--- src/rtl/kg_pkg.sv ---
package kg_pkg;

    typedef enum logic [1:0] {
        SZ_BYTE = 2'd0,
        SZ_HALF = 2'd1,
        SZ_WORD = 2'd2
    } wsize_e;

    typedef enum logic [1:0] {
        KS_LOCKED = 2'd0,
        KS_ARMED  = 2'd1,
        KS_OPEN   = 2'd2
    } kstate_e;

endpackage

--- src/rtl/kg_key_seq.sv ---
module kg_key_seq
    import kg_pkg::*;
#(
    parameter int          ADDR_W  = 4,
    parameter int          DATA_W  = 32,
    parameter logic [31:0] KEY_ONE = 32'h80,
    parameter logic [31:0] KEY_TWO = 32'h86,
    parameter int          KEY_OFS = 12
) (
    input  logic              clk,
    input  logic              rst_n,
    input  logic              wr_en,
    input  logic [ADDR_W-1:0] wr_addr,
    input  logic [1:0]        wr_size,
    input  logic [DATA_W-1:0] wr_data,
    output logic              grant_o,
    output kstate_e           state_o
);

    localparam logic [ADDR_W-1:0] KOFS = ADDR_W'(KEY_OFS);

    typedef struct packed {
        kstate_e st;
    } seq_t;

    seq_t q, d;
    logic hit_one, hit_two, narrow;

    always_comb begin
        hit_one = wr_en && (wr_addr == KOFS) && (wr_data == DATA_W'(KEY_ONE));
        hit_two = wr_en && (wr_addr == KOFS) && (wr_data == DATA_W'(KEY_TWO))
                  && (q.st == KS_ARMED);
        narrow  = (wsize_e'(wr_size) == SZ_BYTE);
        grant_o = wr_en && (q.st == KS_OPEN) && !hit_one && !narrow;
        d = q;
        if (hit_one) begin
            d.st = KS_ARMED;
        end else if (hit_two) begin
            d.st = KS_OPEN;
        end else if (grant_o) begin
            d.st = KS_LOCKED;
        end
    end

    always_ff @(posedge clk) begin
        if (!rst_n) begin
            q.st <= KS_LOCKED;
        end else begin
            q <= d;
        end
    end

    assign state_o = q.st;

    AST_KEY_ONE_ARMS: assert property (@(posedge clk) disable iff (!rst_n)
        (wr_en && wr_addr == KOFS && wr_data == DATA_W'(KEY_ONE)) |=> (q.st == KS_ARMED));

    AST_OPEN_NEEDS_ARMED: assert property (@(posedge clk) disable iff (!rst_n)
        ($past(q.st) != KS_ARMED && $past(q.st) != KS_OPEN) |-> (q.st != KS_OPEN));

    AST_GRANT_CLOSES: assert property (@(posedge clk) disable iff (!rst_n)
        (q.st == KS_OPEN && wr_en && wsize_e'(wr_size) != SZ_BYTE
         && !(wr_addr == KOFS && wr_data == DATA_W'(KEY_ONE))) |=> (q.st == KS_LOCKED));

    AST_BYTE_KEEPS_OPEN: assert property (@(posedge clk) disable iff (!rst_n)
        (q.st == KS_OPEN && wr_en && wsize_e'(wr_size) == SZ_BYTE
         && !(wr_addr == KOFS && wr_data == DATA_W'(KEY_ONE))) |=> (q.st == KS_OPEN));

endmodule

--- src/rtl/kg_actions.sv ---
module kg_actions
    import kg_pkg::*;
#(
    parameter int ADDR_W      = 4,
    parameter int DATA_W      = 32,
    parameter int PRELOAD_W   = 20,
    parameter int NUM_PRELOAD = 2,
    parameter int KEY_OFS     = 12,
    parameter int KEEP_BIT    = 8,
    parameter int CLR_BIT_A   = 9,
    parameter int CLR_BIT_B   = 12
) (
    input  logic                             clk,
    input  logic                             rst_n,
    input  logic                             grant,
    input  logic [ADDR_W-1:0]                wr_addr,
    input  logic [1:0]                       wr_size,
    input  logic [DATA_W-1:0]                wr_data,
    input  logic                             expired_set,
    output logic [NUM_PRELOAD*PRELOAD_W-1:0] preload_o,
    output logic                             keepalive_o,
    output logic                             flag_clr_o,
    output logic                             flag_o
);

    localparam logic [ADDR_W-1:0] KOFS = ADDR_W'(KEY_OFS);

    typedef struct packed {
        logic [NUM_PRELOAD-1:0][PRELOAD_W-1:0] pre;
        logic                                  keep;
        logic                                  clr;
        logic                                  flag;
    } act_t;

    act_t q, d;
    logic half_ctl;

    always_comb begin
        half_ctl = grant && (wsize_e'(wr_size) == SZ_HALF) && (wr_addr == KOFS);
        d      = q;
        d.keep = half_ctl && wr_data[KEEP_BIT];
        d.clr  = half_ctl && (wr_data[CLR_BIT_A] || wr_data[CLR_BIT_B]);
        for (int i = 0; i < NUM_PRELOAD; i++) begin
            if (grant && (wsize_e'(wr_size) == SZ_WORD) && (wr_addr == ADDR_W'(i * 4))) begin
                d.pre[i] = wr_data[PRELOAD_W-1:0];
            end
        end
        if (expired_set) begin
            d.flag = 1'b1;
        end else if (d.clr) begin
            d.flag = 1'b0;
        end
    end

    always_ff @(posedge clk) begin
        if (!rst_n) begin
            q.pre  <= '1;
            q.keep <= 1'b0;
            q.clr  <= 1'b0;
            q.flag <= 1'b0;
        end else begin
            q <= d;
        end
    end

    for (genvar g = 0; g < NUM_PRELOAD; g++) begin : g_pre
        assign preload_o[g*PRELOAD_W +: PRELOAD_W] = q.pre[g];
    end

    assign keepalive_o = q.keep;
    assign flag_clr_o  = q.clr;
    assign flag_o      = q.flag;

    AST_PRELOAD_HELD: assert property (@(posedge clk) disable iff (!rst_n)
        !(grant && wsize_e'(wr_size) == SZ_WORD) |=> $stable(q.pre));

    AST_KEEP_ONE_CYCLE: assert property (@(posedge clk) disable iff (!rst_n)
        (q.keep && !half_ctl) |=> !q.keep);

    AST_CLEAR_DROPS_FLAG: assert property (@(posedge clk) disable iff (!rst_n)
        (q.clr && !$past(expired_set)) |-> !q.flag);

    AST_SET_WINS: assert property (@(posedge clk) disable iff (!rst_n)
        expired_set |=> q.flag);

endmodule

--- src/rtl/regwin_key_gate.sv ---
module regwin_key_gate
    import kg_pkg::*;
#(
    parameter int          WIN_BYTES   = 16,
    parameter int          DATA_W      = 32,
    parameter int          PRELOAD_W   = 20,
    parameter int          NUM_PRELOAD = 2,
    parameter logic [31:0] KEY_ONE     = 32'h80,
    parameter logic [31:0] KEY_TWO     = 32'h86,
    parameter int          KEEP_BIT    = 8,
    parameter int          CLR_BIT_A   = 9,
    parameter int          CLR_BIT_B   = 12,
    localparam int         ADDR_W      = $clog2(WIN_BYTES)
) (
    input  logic                             clk,
    input  logic                             rst_n,
    input  logic                             wr_en,
    input  logic [ADDR_W-1:0]                wr_addr,
    input  logic [1:0]                       wr_size,
    input  logic [DATA_W-1:0]                wr_data,
    input  logic                             rd_en,
    input  logic [ADDR_W-1:0]                rd_addr,
    input  logic [1:0]                       rd_size,
    output logic [DATA_W-1:0]                rd_data,
    input  logic                             expired_set,
    output logic [NUM_PRELOAD*PRELOAD_W-1:0] preload_o,
    output logic                             keepalive_o,
    output logic                             flag_clr_o,
    output logic                             reset_flag_o
);

    localparam int                KEY_OFS = WIN_BYTES - 4;
    localparam logic [DATA_W-1:0] FLAG_RD = (DATA_W'(1) << CLR_BIT_A) | (DATA_W'(1) << CLR_BIT_B);

    logic    grant;
    kstate_e gate_st;

    kg_key_seq #(
        .ADDR_W (ADDR_W),
        .DATA_W (DATA_W),
        .KEY_ONE(KEY_ONE),
        .KEY_TWO(KEY_TWO),
        .KEY_OFS(KEY_OFS)
    ) u_seq (
        .clk    (clk),
        .rst_n  (rst_n),
        .wr_en  (wr_en),
        .wr_addr(wr_addr),
        .wr_size(wr_size),
        .wr_data(wr_data),
        .grant_o(grant),
        .state_o(gate_st)
    );

    kg_actions #(
        .ADDR_W     (ADDR_W),
        .DATA_W     (DATA_W),
        .PRELOAD_W  (PRELOAD_W),
        .NUM_PRELOAD(NUM_PRELOAD),
        .KEY_OFS    (KEY_OFS),
        .KEEP_BIT   (KEEP_BIT),
        .CLR_BIT_A  (CLR_BIT_A),
        .CLR_BIT_B  (CLR_BIT_B)
    ) u_act (
        .clk        (clk),
        .rst_n      (rst_n),
        .grant      (grant),
        .wr_addr    (wr_addr),
        .wr_size    (wr_size),
        .wr_data    (wr_data),
        .expired_set(expired_set),
        .preload_o  (preload_o),
        .keepalive_o(keepalive_o),
        .flag_clr_o (flag_clr_o),
        .flag_o     (reset_flag_o)
    );

    always_comb begin
        rd_data = '0;
        if (rd_en && rd_addr == ADDR_W'(KEY_OFS) && wsize_e'(rd_size) == SZ_HALF && reset_flag_o) begin
            rd_data = FLAG_RD;
        end
    end

    AST_KEEP_NEEDS_OPEN: assert property (@(posedge clk) disable iff (!rst_n)
        keepalive_o |-> $past(gate_st == KS_OPEN && wr_en && wsize_e'(wr_size) == SZ_HALF));

    AST_BYTE_NO_ACTION: assert property (@(posedge clk) disable iff (!rst_n)
        (wr_en && wsize_e'(wr_size) == SZ_BYTE) |=> (!keepalive_o && !flag_clr_o));

endmodule

--- config.mk ---
export PLATFORM = sky130hd
export DESIGN_NAME = regwin_key_gate
export DESIGN_NICKNAME = d
export VERILOG_FILES = /design/src/rtl/kg_pkg.sv /design/src/rtl/kg_key_seq.sv /design/src/rtl/kg_actions.sv /design/src/rtl/regwin_key_gate.sv
export SDC_FILE = /design/constraint.sdc
export NUM_CORES = 1
export LEC_CHECK = 0
export BUFFER_PORTS_ARGS = -buffer_cell sky130_fd_sc_hd__buf_2
export CAP_MARGIN = 15
export CORE_MARGIN = 2
export CORE_UTILIZATION = 39
export CTS_BUF_LIST = sky130_fd_sc_hd__clkbuf_16
export DETAILED_ROUTE_END_ITERATION = 16
export GPL_TIMING_DRIVEN = 0
export HOLD_SLACK_MARGIN = 0.1
export PLACE_DENSITY = 0.76
export SYNTH_ARGS = -nofsm -noshare
export SYNTH_HDL_FRONTEND = slang
export SYNTH_SLANG_ARGS = --single-unit
--- constraint.sdc ---
create_clock -name clk -period 1.6 [get_ports clk]
set_input_delay 0.32 -clock clk [delete_from_list [all_inputs] [get_ports clk]]
set_output_delay 0.32 -clock clk [all_outputs]
set_load 0.01 [all_outputs]
==> reports/summary.md <==
The H-tree was split into 2 levels. The tools report the global-route track usage on met2 as 34.1%. From bottom edge to top edge, the die measures 77.1 µm. The top cell types in the final layout, fill and taps aside, are sky130_fd_sc_hd__buf_2 (92), sky130_fd_sc_hd__nand3_1 (77), sky130_fd_sc_hd__dfxtp_1 (45).

At the later pin of the worst-skew pair, clock insertion delay measures 280 ps. Static timing analysis puts the maximum clock frequency at 659 MHz. Clock-pin slew was measured on the worst setup and hold paths at 60 ps. The tools report the final weighted congestion in routability-driven placement as 0.859. The longest clock path from root to sink contains 2 buffers. The final critical path takes up 94.9% of the cycle.

The region available for standard cell placement spans 5140 µm². Summed over all nets, the half-perimeter wirelength after detailed placement is 4550 µm. Area share of the largest cell type after synthesis: 43.2%. On the worst path, the slowest cell contributes a delay of 550 ps. The post-route cell area is 2950 µm².

The routing usage on met1 was 26.7%. Summed over all instances, the cell type with the most area after synthesis is sky130_fd_sc_hd__dfxtp_1. The worst setup path is launched from a primary input.

Subtracting the final worst setup slack from the clock period gives 1520 ps. The path class of the tightest hold or removal check is in -> reg. The tools report the worst path required time as 1780 ps.

The floorplan step set the die width to 77.1 µm. For the sequential fraction of the synthesis area, the log shows 43.2%. The die covers 5950 µm².

The logs give 0 for the total count of hold-check failures in the final report and 0.000538 V for the maximum resistive drop on vdd. The logs give 26 for the number of rows in the core area and 434 for the net total in the final layout. Once the floorplan was initialized, standard cells occupied 40.6% of the core. Hold timing on the final database bottoms out at a slack of 278 ps. TritonCTS created 5 clock buffers. The power density over the cells came out at 851 nW/µm². Global routing used 20.6% of the available tracks across all layers. The count of port buffers added during placement is 92, and the number of endpoints failing setup at the final stage is 0.

Walking the worst path, the cells encountered are buf_2 > nor4_2 > nand2_1 > or4_4 > a22o_1. The tools report the category of the worst setup path capture point as a register. Sorting the synthesized cells by area gives the leading types as sky130_fd_sc_hd__dfxtp_1 (43%), sky130_fd_sc_hd__nand3_1 (18%), sky130_fd_sc_hd__buf_4 (11%). The average instance in the mapped netlist occupies 8.15 µm².

The count of nets left with antenna violations once routing finished came out at 0. The logs give 0 for the number of antenna repair diodes and 2090 µm² for the area of the mapped netlist. Registers take 901 µm².

The tools report the number of global-route vias before repair as 2108. TritonCTS built the clock tree. The run finished with clean final reports. For the met3 track utilization from global routing, the log shows 5.65%. In the final layout, the share of cells above drive strength 1 is 37.6%. The first global-routing pass estimated 10000 µm of wire.

The synthesized design contains 45 register bits. The master cell of the clock root buffer was sky130_fd_sc_hd__clkbuf_16. The first TritonRoute pass finished after 5 iterations. The netlist uses 29 different library cells. The fill cell total of the finished layout was 496. From synthesis to final layout, the design area changed by 41.2%. Overall power consumption: 2.51 mW. The clock drives 45 sinks. The logs give 0 for the number of pins with negative max-slew slack in the final report and 0 for the number of antenna violations at the first check in global routing. For this design, the slowest cell found on the critical path is sky130_fd_sc_hd__or4_4. Across all layers, the routed design uses 2289 vias.

Of all nets on the critical path, the largest fanout is 3. The analysis attributes to cell leakage a power of 1.23 nW. The most common library cell in the layout ignoring fill and taps was sky130_fd_sc_hd__buf_2.

The total global routing overflow was 0; the count of maximum capacitance violations was 0. The wire length per cell after detailed routing is 13.3 µm, and the number of buffers inserted by hold repair at cts is 0. The boundary pin count was 124. Startpoint-to-endpoint class of the critical path: in -> reg.

For this run, design rule violations remaining after detail routing come to 0. The final layout contains routed wiring with a total length of 6050 µm. Post-detailed-placement cell area: 2740 µm².

Using the TritonRoute via totals, the vias-per-cell ratio works out to 5.02. Synthesis produced 256 cells. The worst clock skew was 4.78 ps; the arrival time at the worst endpoint was 1690 ps. Entering global routing, the biggest net connects 14 pins. The global routing's busiest layer is met2. After the first detailed-routing iteration, the DRC count stood at 142. In the final layout, the multi-input gates occupy 983 µm².

The yosys synthesis warning count was 0.
==> critical path: cells and delay by family <==
kind                   cells  cell delay, ps
and+or+nand+nor            3            1070
buffers and inverters      1             120
AOI/OAI and AO/OA          1             190
==> Yosys cell counts <==
cell and n:
sky130_fd_sc_hd__a211oi_2 1, sky130_fd_sc_hd__a21oi_1 1, sky130_fd_sc_hd__a22o_1 1, sky130_fd_sc_hd__and2_1 1, sky130_fd_sc_hd__and3b_1 1, sky130_fd_sc_hd__and4_1 1
sky130_fd_sc_hd__and4bb_1 1, sky130_fd_sc_hd__buf_1 1, sky130_fd_sc_hd__buf_2 3, sky130_fd_sc_hd__buf_4 31, sky130_fd_sc_hd__clkbuf_1 17, sky130_fd_sc_hd__conb_1 1
sky130_fd_sc_hd__dfxtp_1 45, sky130_fd_sc_hd__inv_1 4, sky130_fd_sc_hd__nand2_1 2, sky130_fd_sc_hd__nand3_1 77, sky130_fd_sc_hd__nand4_1 2, sky130_fd_sc_hd__nand4b_1 3
sky130_fd_sc_hd__nand4bb_1 1, sky130_fd_sc_hd__nor2_1 5, sky130_fd_sc_hd__nor3_1 2, sky130_fd_sc_hd__nor3b_1 1, sky130_fd_sc_hd__nor4_1 5, sky130_fd_sc_hd__nor4b_1 2
sky130_fd_sc_hd__nor4b_2 1, sky130_fd_sc_hd__o21ai_0 42, sky130_fd_sc_hd__o311ai_0 2, sky130_fd_sc_hd__or2_2 1, sky130_fd_sc_hd__or4_4 1
==> power breakdown <==
part           internal, mW  switching [mW]
clock                 0.725           0.405
sequential             1.12         0.00155
combinational         0.109           0.143
total                  1.96           0.549
==> routing by layer <==
metal  up-vias  share of wire [%]
met5         -                  0
met4         0                1.4
met3        11                9.9
met2       108                 48
met1      1058                 40
li1       1112                  -
==> final timing paths <==
kind | start | end | slack (ps) | cells past startpoint
worst min register to register | u_act.preload_o[2]$_SDFFE_PN1P_ | u_act.preload_o[2]$_SDFFE_PN1P_ | 480 | 2
worst max-delay path | wr_data[4] | u_seq.state_o[0]$_SDFFE_PN0P_ | 80 | 5
worst min-delay path | expired_set | u_act.flag_o$_SDFFE_PN0P_ | 280 | 3
worst max register to register | u_seq.state_o[0]$_SDFFE_PN0P_ | u_act.preload_o[39]$_SDFFE_PN1P_ | 90 | 6
==> repair_timing <==
item,CTS,global route
pin swaps,1,0
resized for setup,0,24
buffers inserted,1,0
setup endpoints to repair,4,34
==> layout make-up <==
type	count	area share (%)
Buffer	52	11.1
Clock buffer	5	4.25
Clock inverter	3	1.27
Inverter	4	0.510
Multi-Input combinational cell	184	33.4
Sequential cell	45	30.6
Tap cell	70	2.97
Timing Repair Buffer	93	15.9
==> cell families (layout without fill, tap and decap cells) <==
family / Yosys count / in the layout / share of synthesized area, %
and+or+nand+nor: 107 / 107 / 28.6
buffers and inverters: 56 / 157 / 15.8
AOI/OAI and AO/OA: 47 / 47 / 12.2
DFF: 45 / 45 / 43.2
other: 1 / 30 / 0.180
==> sequential cells by signal, indices dropped and copies added, names as in the netlist <==
signal / count
u_act.flag_clr_o: 1
u_act.flag_o: 1
u_act.keepalive_o: 1
u_act.preload_o: 40
u_seq.state_o: 2
==> through the flow <==
step,setup TNS [ps],setup slack [ps],utilization (%),std cells
after floorplan,0,53.9,-,285
after global placement,-795,-264,53.4,447
after detailed placement,-1610,-258,53.4,447
after CTS,0,33.4,56.7,456
after global routing,-18.3,-18.3,57.3,456
final,0,81.5,57.3,456
No activity file was read; power rests on OpenSTA's default activity.
